File: src/rtl/nrw_pkg.sv
package nrw_pkg;

  typedef enum logic [2:0] {
    ST_IDLE,
    ST_SETTLE,
    ST_CHIP,
    ST_POLL,
    ST_FINAL
  } nrw_state_e;

  localparam int unsigned STAT_RDY_BIT = 6;

  function automatic int unsigned nrw_min1(input int unsigned v);
    return (v == 0) ? 1 : v;
  endfunction

  function automatic int unsigned nrw_max(input int unsigned a, input int unsigned b);
    return (a > b) ? a : b;
  endfunction

endpackage

File: src/rtl/nrw_sync.sv
module nrw_sync #(
  parameter int unsigned STAGES = 2
) (
  input  logic clk,
  input  logic rst,
  input  logic d_async,
  output logic q
);
  logic [STAGES-1:0] chain;

  always_ff @(posedge clk) begin
    if (rst) chain <= '0;
    else     chain <= {chain[STAGES-2:0], d_async};
  end

  assign q = chain[STAGES-1];
endmodule

File: src/rtl/nrw_dly_cnt.sv
module nrw_dly_cnt #(
  parameter int unsigned W = 8
) (
  input  logic         clk,
  input  logic         rst,
  input  logic         load,
  input  logic [W-1:0] load_val,
  output logic         zero
);
  logic [W-1:0] cnt;

  always_ff @(posedge clk) begin
    if (rst)              cnt <= '0;
    else if (load)        cnt <= load_val;
    else if (cnt != '0)   cnt <= cnt - W'(1);
  end

  assign zero = (cnt == '0);
endmodule

File: src/rtl/nrw_ms_timer.sv
module nrw_ms_timer #(
  parameter int unsigned CYC_PER_MS = 1000,
  parameter int unsigned MS_W       = 9
) (
  input  logic            clk,
  input  logic            rst,
  input  logic            clr,
  input  logic [MS_W-1:0] limit,
  output logic            expired
);
  localparam int unsigned PRE_W = (CYC_PER_MS > 1) ? $clog2(CYC_PER_MS) : 1;
  localparam logic [PRE_W-1:0] PRE_LAST = PRE_W'(CYC_PER_MS - 1);

  logic [PRE_W-1:0] pre;
  logic [MS_W-1:0]  ms;

  always_ff @(posedge clk) begin
    if (rst || clr) begin
      pre     <= '0;
      ms      <= '0;
      expired <= 1'b0;
    end else if (!expired) begin
      if (pre == PRE_LAST) begin
        pre <= '0;
        ms  <= ms + MS_W'(1);
        if ((ms + MS_W'(1)) == limit) expired <= 1'b1;
      end else begin
        pre <= pre + PRE_W'(1);
      end
    end
  end

  // the millisecond count never runs past the active limit
  assert_ms_bound_R6: assert property (@(posedge clk) disable iff (rst)
    ms <= limit);

  // expiry is flagged only once the full limit has elapsed
  assert_expiry_at_limit_R6: assert property (@(posedge clk) disable iff (rst)
    expired |-> (ms == limit));
endmodule

File: src/rtl/nand_rdy_wait.sv
module nand_rdy_wait
  import nrw_pkg::*;
#(
  parameter int unsigned CLK_HZ           = 200_000_000,
  parameter int unsigned SETTLE_NS        = 100,
  parameter int unsigned CHIP_DELAY_US    = 20,
  parameter int unsigned TIMEOUT_MS       = 400,
  parameter int unsigned RESET_TIMEOUT_MS = 250,
  parameter int unsigned SYNC_STAGES      = 2,
  parameter int unsigned STAT_W           = 8
) (
  input  logic              clk,
  input  logic              rst,
  input  logic              start,
  input  logic              use_pin,
  input  logic              after_reset,
  input  logic              busy_n,
  output logic              stat_req,
  output logic              stat_cmd,
  input  logic              stat_ack,
  input  logic [STAT_W-1:0] stat_data,
  output logic              done,
  output logic              timed_out,
  output logic              warn,
  output logic [STAT_W-1:0] status_o
);
  localparam int unsigned KHZ        = CLK_HZ / 1000;
  localparam int unsigned CYC_PER_MS = nrw_min1(KHZ);
  localparam int unsigned SETTLE_CYC = nrw_min1((KHZ * SETTLE_NS + 999_999) / 1_000_000);
  localparam int unsigned CHIP_CYC   = nrw_min1((KHZ * CHIP_DELAY_US) / 1000);
  localparam int unsigned DLY_W      = $clog2(nrw_max(SETTLE_CYC, CHIP_CYC) + 1);
  localparam int unsigned MS_W       = $clog2(nrw_max(TIMEOUT_MS, RESET_TIMEOUT_MS) + 1);
  localparam logic [DLY_W-1:0] SETTLE_LD = DLY_W'(SETTLE_CYC - 1);
  localparam logic [DLY_W-1:0] CHIP_LD   = DLY_W'(CHIP_CYC - 1);

  nrw_state_e state;
  logic mode_pin, mode_rst, first_rd, exit_tmo;
  logic pin_rdy, dly_zero, dly_load, expired, timer_clr;
  logic [DLY_W-1:0] dly_val;
  logic [MS_W-1:0]  ms_limit;
  logic start_ok, chip_path, stat_ready;

  assign start_ok   = (state == ST_IDLE) && start;
  assign chip_path  = mode_rst && !mode_pin;
  assign stat_ready = stat_data[STAT_RDY_BIT];
  assign dly_load   = start_ok || (state == ST_SETTLE && dly_zero && chip_path);
  assign dly_val    = start_ok ? SETTLE_LD : CHIP_LD;
  assign timer_clr  = (state != ST_POLL);
  assign ms_limit   = chip_path ? MS_W'(RESET_TIMEOUT_MS) : MS_W'(TIMEOUT_MS);

  nrw_sync #(.STAGES(SYNC_STAGES)) u_sync (
    .clk(clk), .rst(rst), .d_async(busy_n), .q(pin_rdy)
  );

  nrw_dly_cnt #(.W(DLY_W)) u_dly (
    .clk(clk), .rst(rst), .load(dly_load), .load_val(dly_val), .zero(dly_zero)
  );

  nrw_ms_timer #(.CYC_PER_MS(CYC_PER_MS), .MS_W(MS_W)) u_timer (
    .clk(clk), .rst(rst), .clr(timer_clr), .limit(ms_limit), .expired(expired)
  );

  always_ff @(posedge clk) begin
    if (rst) begin
      state     <= ST_IDLE;
      mode_pin  <= 1'b0;
      mode_rst  <= 1'b0;
      first_rd  <= 1'b0;
      exit_tmo  <= 1'b0;
      stat_req  <= 1'b0;
      stat_cmd  <= 1'b0;
      done      <= 1'b0;
      timed_out <= 1'b0;
      warn      <= 1'b0;
      status_o  <= '0;
    end else begin
      done <= 1'b0;
      unique case (state)
        ST_IDLE: begin
          if (start) begin
            state     <= ST_SETTLE;
            mode_pin  <= use_pin;
            mode_rst  <= after_reset;
            first_rd  <= 1'b1;
            exit_tmo  <= 1'b0;
            timed_out <= 1'b0;
            warn      <= 1'b0;
          end
        end
        ST_SETTLE: begin
          if (dly_zero) state <= chip_path ? ST_CHIP : ST_POLL;
        end
        ST_CHIP: begin
          if (dly_zero) state <= ST_POLL;
        end
        ST_POLL: begin
          if (mode_pin) begin
            if (pin_rdy || expired) begin
              state    <= ST_FINAL;
              stat_req <= 1'b1;
              stat_cmd <= first_rd;
              first_rd <= 1'b0;
              exit_tmo <= !pin_rdy;
            end
          end else if (!stat_req) begin
            stat_req <= 1'b1;
            stat_cmd <= first_rd;
            first_rd <= 1'b0;
          end else if (stat_ack) begin
            if (stat_ready || expired) begin
              state    <= ST_FINAL;
              stat_cmd <= 1'b0;
              exit_tmo <= !stat_ready;
            end else begin
              stat_req <= 1'b0;
            end
          end
        end
        ST_FINAL: begin
          if (stat_ack) begin
            stat_req  <= 1'b0;
            status_o  <= stat_data;
            warn      <= !stat_ready;
            timed_out <= exit_tmo;
            done      <= 1'b1;
            state     <= ST_IDLE;
          end
        end
        default: state <= ST_IDLE;
      endcase
    end
  end

  // completion is a single-cycle pulse
  assert_done_pulse_R8: assert property (@(posedge clk) disable iff (rst)
    done |=> !done);

  // a pending read is never withdrawn before its acknowledge
  assert_req_hold_R10: assert property (@(posedge clk) disable iff (rst)
    (stat_req && !stat_ack) |=> stat_req);

  // nothing is read while a settling or chip delay runs
  assert_quiet_delay_R2: assert property (@(posedge clk) disable iff (rst)
    (state == ST_SETTLE || state == ST_CHIP) |-> !stat_req);

  // the timeout flag rises only together with completion
  assert_tmo_rise_R6: assert property (@(posedge clk) disable iff (rst)
    $rose(timed_out) |-> done);

  // the timeout flag is cleared only by a new start
  assert_tmo_fall_R6: assert property (@(posedge clk) disable iff (rst)
    $fell(timed_out) |-> $past(start));
endmodule

File: config.mk
export PLATFORM = sky130hd
export DESIGN_NAME = nand_rdy_wait
export DESIGN_NICKNAME = d
export VERILOG_FILES = /design/src/rtl/nrw_pkg.sv /design/src/rtl/nrw_sync.sv /design/src/rtl/nrw_dly_cnt.sv /design/src/rtl/nrw_ms_timer.sv /design/src/rtl/nand_rdy_wait.sv
export SDC_FILE = /design/constraint.sdc
export NUM_CORES = 1
export LEC_CHECK = 0
export BUFFER_PORTS_ARGS = -buffer_cell sky130_fd_sc_hd__buf_4
export CAP_MARGIN = 10
export CORE_MARGIN = 2
export CORE_UTILIZATION = 50
export DETAILED_ROUTE_END_ITERATION = 8
export PLACE_DENSITY_LB_ADDON = 0.3
export SLEW_MARGIN = 5
export SYNTH_ARGS = -nofsm -noshare
export SYNTH_HDL_FRONTEND = slang
export SYNTH_SLANG_ARGS = --single-unit
File: constraint.sdc
create_clock -name clk -period 3.25 [get_ports clk]
set_input_delay 0.325 -clock clk [delete_from_list [all_inputs] [get_ports clk]]
set_output_delay 0.325 -clock clk [all_outputs]
set_load 0.005 [all_outputs]
==> results <==
- IR analysis of the VDD net gives a maximum drop of 0.509 mV.
- Once the floorplan was initialized, standard cells occupied 51.3% of the core.
- The length in cells of the worst reg-to-reg path is 6.
- The worst setup path category is flip-flop to flip-flop.
- Summed over all nets, wire length on met3 after detailed routing comes to 222 um.
- The leakage power is 1.23 nW.
- The worst register-to-register path has a setup slack of 1.06 ns.
- The final layout contains routed wiring with a total length of 5.73 mm.
- The highest fanout seen on the critical path is 18.
- After clock tree synthesis, the repair step resized 0 gates.
- The number of buffers on the longest clock path is 2.
- The post-route clock skew is 0.0123 ns.
- The signed area change from the synthesized netlist to the final layout is 15.6%.
- After the first detailed-routing iteration, the DRC count stood at 87.
- The final-report max-slew violation count is 0.
- The power per cell area is 664 nW/um^2.
- The number of hold buffers added after CTS was 0.
- The min-delay analysis places its worst path in the category primary input to flip-flop.
- In the routed design, unresolved DRC markers number 0.
- The mean cell area of the mapped netlist is 8.42 sq um.
- For this block, the via count after detailed routing is 2449.
- The H-tree depth is 3.
- The setup TNS is 0 ns.
- For the worst setup path, the data required time is 3.48 ns.
- The number of max-cap violations is 0.
- The via count of the first global-routing pass came to 2284.
- The number of buffers created by CTS is 9.
- Subtracting the final worst setup slack from the clock period gives 2.19 ns.
- Counting every instance in the synthesized netlist gives 356.
- The highest routed metal layer is met4.
- The core area is 5850 sq um.
- The final critical path takes up 67.4% of the cycle.
- The first TritonRoute pass finished after 4 iterations.
- Global routing consumed, over all layers together, 19.2% of the routing resources.
- Counting every net in the synthesized netlist gives 375.
- The most common cell after layout, fill and taps aside is dfxtp_1.
- For the pin with the worst max-slew slack, the measured transition is 0.689 ns.
- The sequential cell area fraction in the yosys report is 41.4%.
- In this run the post-CTS setup repair buffer count came out at 0.
- The routed length on met2 is 2.60 mm.
- The length of routed wiring on met1 is 2.84 mm.
- Setup repair after global routing left no endpoint under its margin.
- The number of cells on the worst hold path is 2.
- The hold violation total from the final report is 0.
- In this run the critical register-to-register path is captured at u_timer.pre[9]$_SDFFE_PP0N_.
- The total I/O pin count is 28.
- For this run, the top clock speed supported by timing is 0.457 GHz.
- The count of nets left with antenna violations once routing finished came out at 0.
- The number of nets at the end of the flow is 400.
- In this run the core area contains 28 standard-cell rows.
- The worst hold slack across all endpoints is 0.188 ns.
- The area of the die is 6630 sq um.
- The clock-pin slew on the worst setup and hold paths is 0.07 ns.
- In this run, synthesis produced a sequential element count of 62.
- The startpoint identified for the worst hold timing path is busy_n.
- The final weighted congestion in routability-driven placement is 0.763.
- The startpoint kind of the worst setup timing path is a flip-flop.
- In this run the clock root is driven by a clkbuf_8.
- The clock reaches the later pin of the worst-skew pair after 0.35 ns.
- Measured along the y axis, the die boundary spans 81.5 um.
- The initial antenna violation count is 0.
- The number of standard cells in the layout, taps in and fillers out is 461.
- Setup violations remaining at the end of the flow were counted as 0.
- The library cells used most frequently in the layout, excluding fill and tap cells, are dfxtp_1 (62), nand2_1 (43), nor2_1 (35).
- The flow ran to the end, and the final reports show no timing, DRC or antenna violations.
- During placement, the flow inserted port buffers numbering 27.
- The distinct cell type count after synthesis is 47.
- The clock sink count is 62.
- Using the TritonRoute via totals, the vias-per-cell ratio works out to 5.31.
- The worst hold endpoint is u_sync.chain[0]$_SDFF_PP0_.
- The relative slew slack is 53.6%.
- The chip width is 81.5 um.
- In the final layout, the share of cells above drive strength 1 is 15.5%.
- The first global-routing pass estimated 9.87 mm of wire.
- The post-synthesis instance area is 3000 sq um.
- At the worst endpoint, the arrival time is 2.42 ns.
- In the final routed layout, each cell accounts on average for 12.4 um.
- The Yosys step of the flow raised 0 warnings.
- TritonCTS built the clock tree.
- The half-perimeter wire length of the detailed placement result is 3.93 mm.
- 0 antenna diodes ended up in the layout.
- Entering global routing, the biggest net connects 31 pins.
- After detailed placement, the design holds a cell count of 445.
- For this run the aggregate overflow at the end of global routing stands at 0.
- The startpoint of the lowest-slack register-to-register path is u_timer.pre[0]$_SDFFE_PP0N_.
- STA classifies the critical path endpoint as a flip-flop.
[state kept, by name, summed over array words and instances, names as in the netlist]
register,count
u_timer.pre,18
u_dly.cnt,12
u_timer.ms,9
status_o,8
state,3
u_sync.chain,2
done,1
exit_tmo,1
first_rd,1
mode_pin,1
mode_rst,1
stat_cmd,1
stat_req,1
timed_out,1
u_timer.expired,1
warn,1
[critical path, cell delays in order, from the launching register on]
cell and delay [ns]:
dfxtp_1 0.43, ha_1 0.24, or3b_2 0.48, nor4_4 0.41, nand2_2 0.17, nand2_4 0.26
nor2_1 0.09
[kinds of logic after synthesis]
group           count (synthesis)  synth area share (%)
flops                          62                  41.4
buf+inv                        22                  3.30
xor+xnor                       38                  11.1
fa+ha+maj                       4                  1.67
compound gates                 52                  10.2
simple gates                  174                  31.0
mux                             4                  1.34
[final cells by class]
cell class | instances | area [sq um]
timing repair buffer | 28 | 210
inverter | 8 | 30.0
clock inverter | 5 | 81.3
sequential | 62 | 1240
fill | 506 | 2380
tap | 75 | 93.8
clock buffer | 11 | 151
multi-input combinational | 272 | 1660
[synthesized netlist by cell type, drive strengths merged]
master / number / area [sq um]
a211o: 1 / 8.76
o211ai: 2 / 15.0
a21oi: 28 / 140
mux2i: 4 / 40.0
o21a: 2 / 15.0
or4b: 1 / 10.0
buf: 1 / 20.0
and2: 4 / 25.0
clkbuf: 13 / 48.8
and3b: 2 / 17.5
nand2b: 7 / 43.8
nor4b: 4 / 41.3
a22oi: 1 / 7.51
nand3: 19 / 95.1
nor2: 45 / 194
o311a: 1 / 10.0
o21ai: 9 / 45.0
inv: 8 / 30.0
xnor2: 14 / 123
xor2: 24 / 210
a311oi: 1 / 8.76
nor2b: 5 / 31.3
nor4bb: 1 / 10.0
nor4: 5 / 46.3
or3: 3 / 18.8
nand4b: 3 / 26.3
nand3b: 2 / 15.0
ha: 4 / 50.1
or3b: 1 / 8.76
a32oi: 2 / 17.5
and3: 3 / 18.8
nand2: 45 / 179
a32o: 1 / 10.0
nand4: 7 / 43.8
or4: 2 / 18.8
nor3: 11 / 55.1
dfxtp: 62 / 1240
nor3b: 3 / 22.5
o211a: 1 / 10.0
and4: 1 / 8.76
a31oi: 3 / 18.8
[metrics by stage]
stage	setup slack [ns]	utilization [%]	area [sq um]	power, mW
2_1_floorplan	1.26	-	3000	1.42
6_report	1.06	59.3	3470	2.30
5_1_grt	0.891	59.3	3470	2.45
3_3_place_gp	1.13	55.3	3230	1.53
3_5_place_dp	1.05	55.3	3230	1.54
4_1_cts	1.04	59.3	3470	2.32
[routing by layer]
layer | global-route usage (%) | vias to the layer above
li1 | - | 1282
met1 | 24.2 | 1118
met2 | 30.4 | 41
met3 | 5.71 | 8
met4 | 8.64 | 0
met5 | 0 | -
[report_power, final]
group | switching, mW | internal (mW) | total (mW)
combinational | 0.321 | 0.270 | 0.590
sequential | 0.0895 | 0.847 | 0.937
clock | 0.301 | 0.473 | 0.774
[how the worst max path moves through the flow]
| stage | start | end | slack (ns) | cells past startpoint |
|---|---|---|---|---|
| finish | u_timer.pre[0]$_SDFFE_PP0N_ | u_timer.pre[9]$_SDFFE_PP0N_ | 1.06 | 6 |
| global route | u_timer.pre[0]$_SDFFE_PP0N_ | u_timer.pre[9]$_SDFFE_PP0N_ | 0.89 | 6 |
| floorplan | u_timer.pre[0]$_SDFFE_PP0N_ | u_timer.pre[14]$_SDFFE_PP0N_ | 1.26 | 7 |
| detailed placement | u_timer.pre[0]$_SDFFE_PP0N_ | u_timer.pre[9]$_SDFFE_PP0N_ | 1.05 | 6 |
| global placement | u_timer.pre[0]$_SDFFE_PP0N_ | u_timer.pre[7]$_SDFFE_PP0N_ | 1.13 | 6 |
| CTS | u_timer.pre[0]$_SDFFE_PP0N_ | u_timer.pre[9]$_SDFFE_PP0N_ | 1.04 | 6 |
Power figures use the tool's default switching activity.
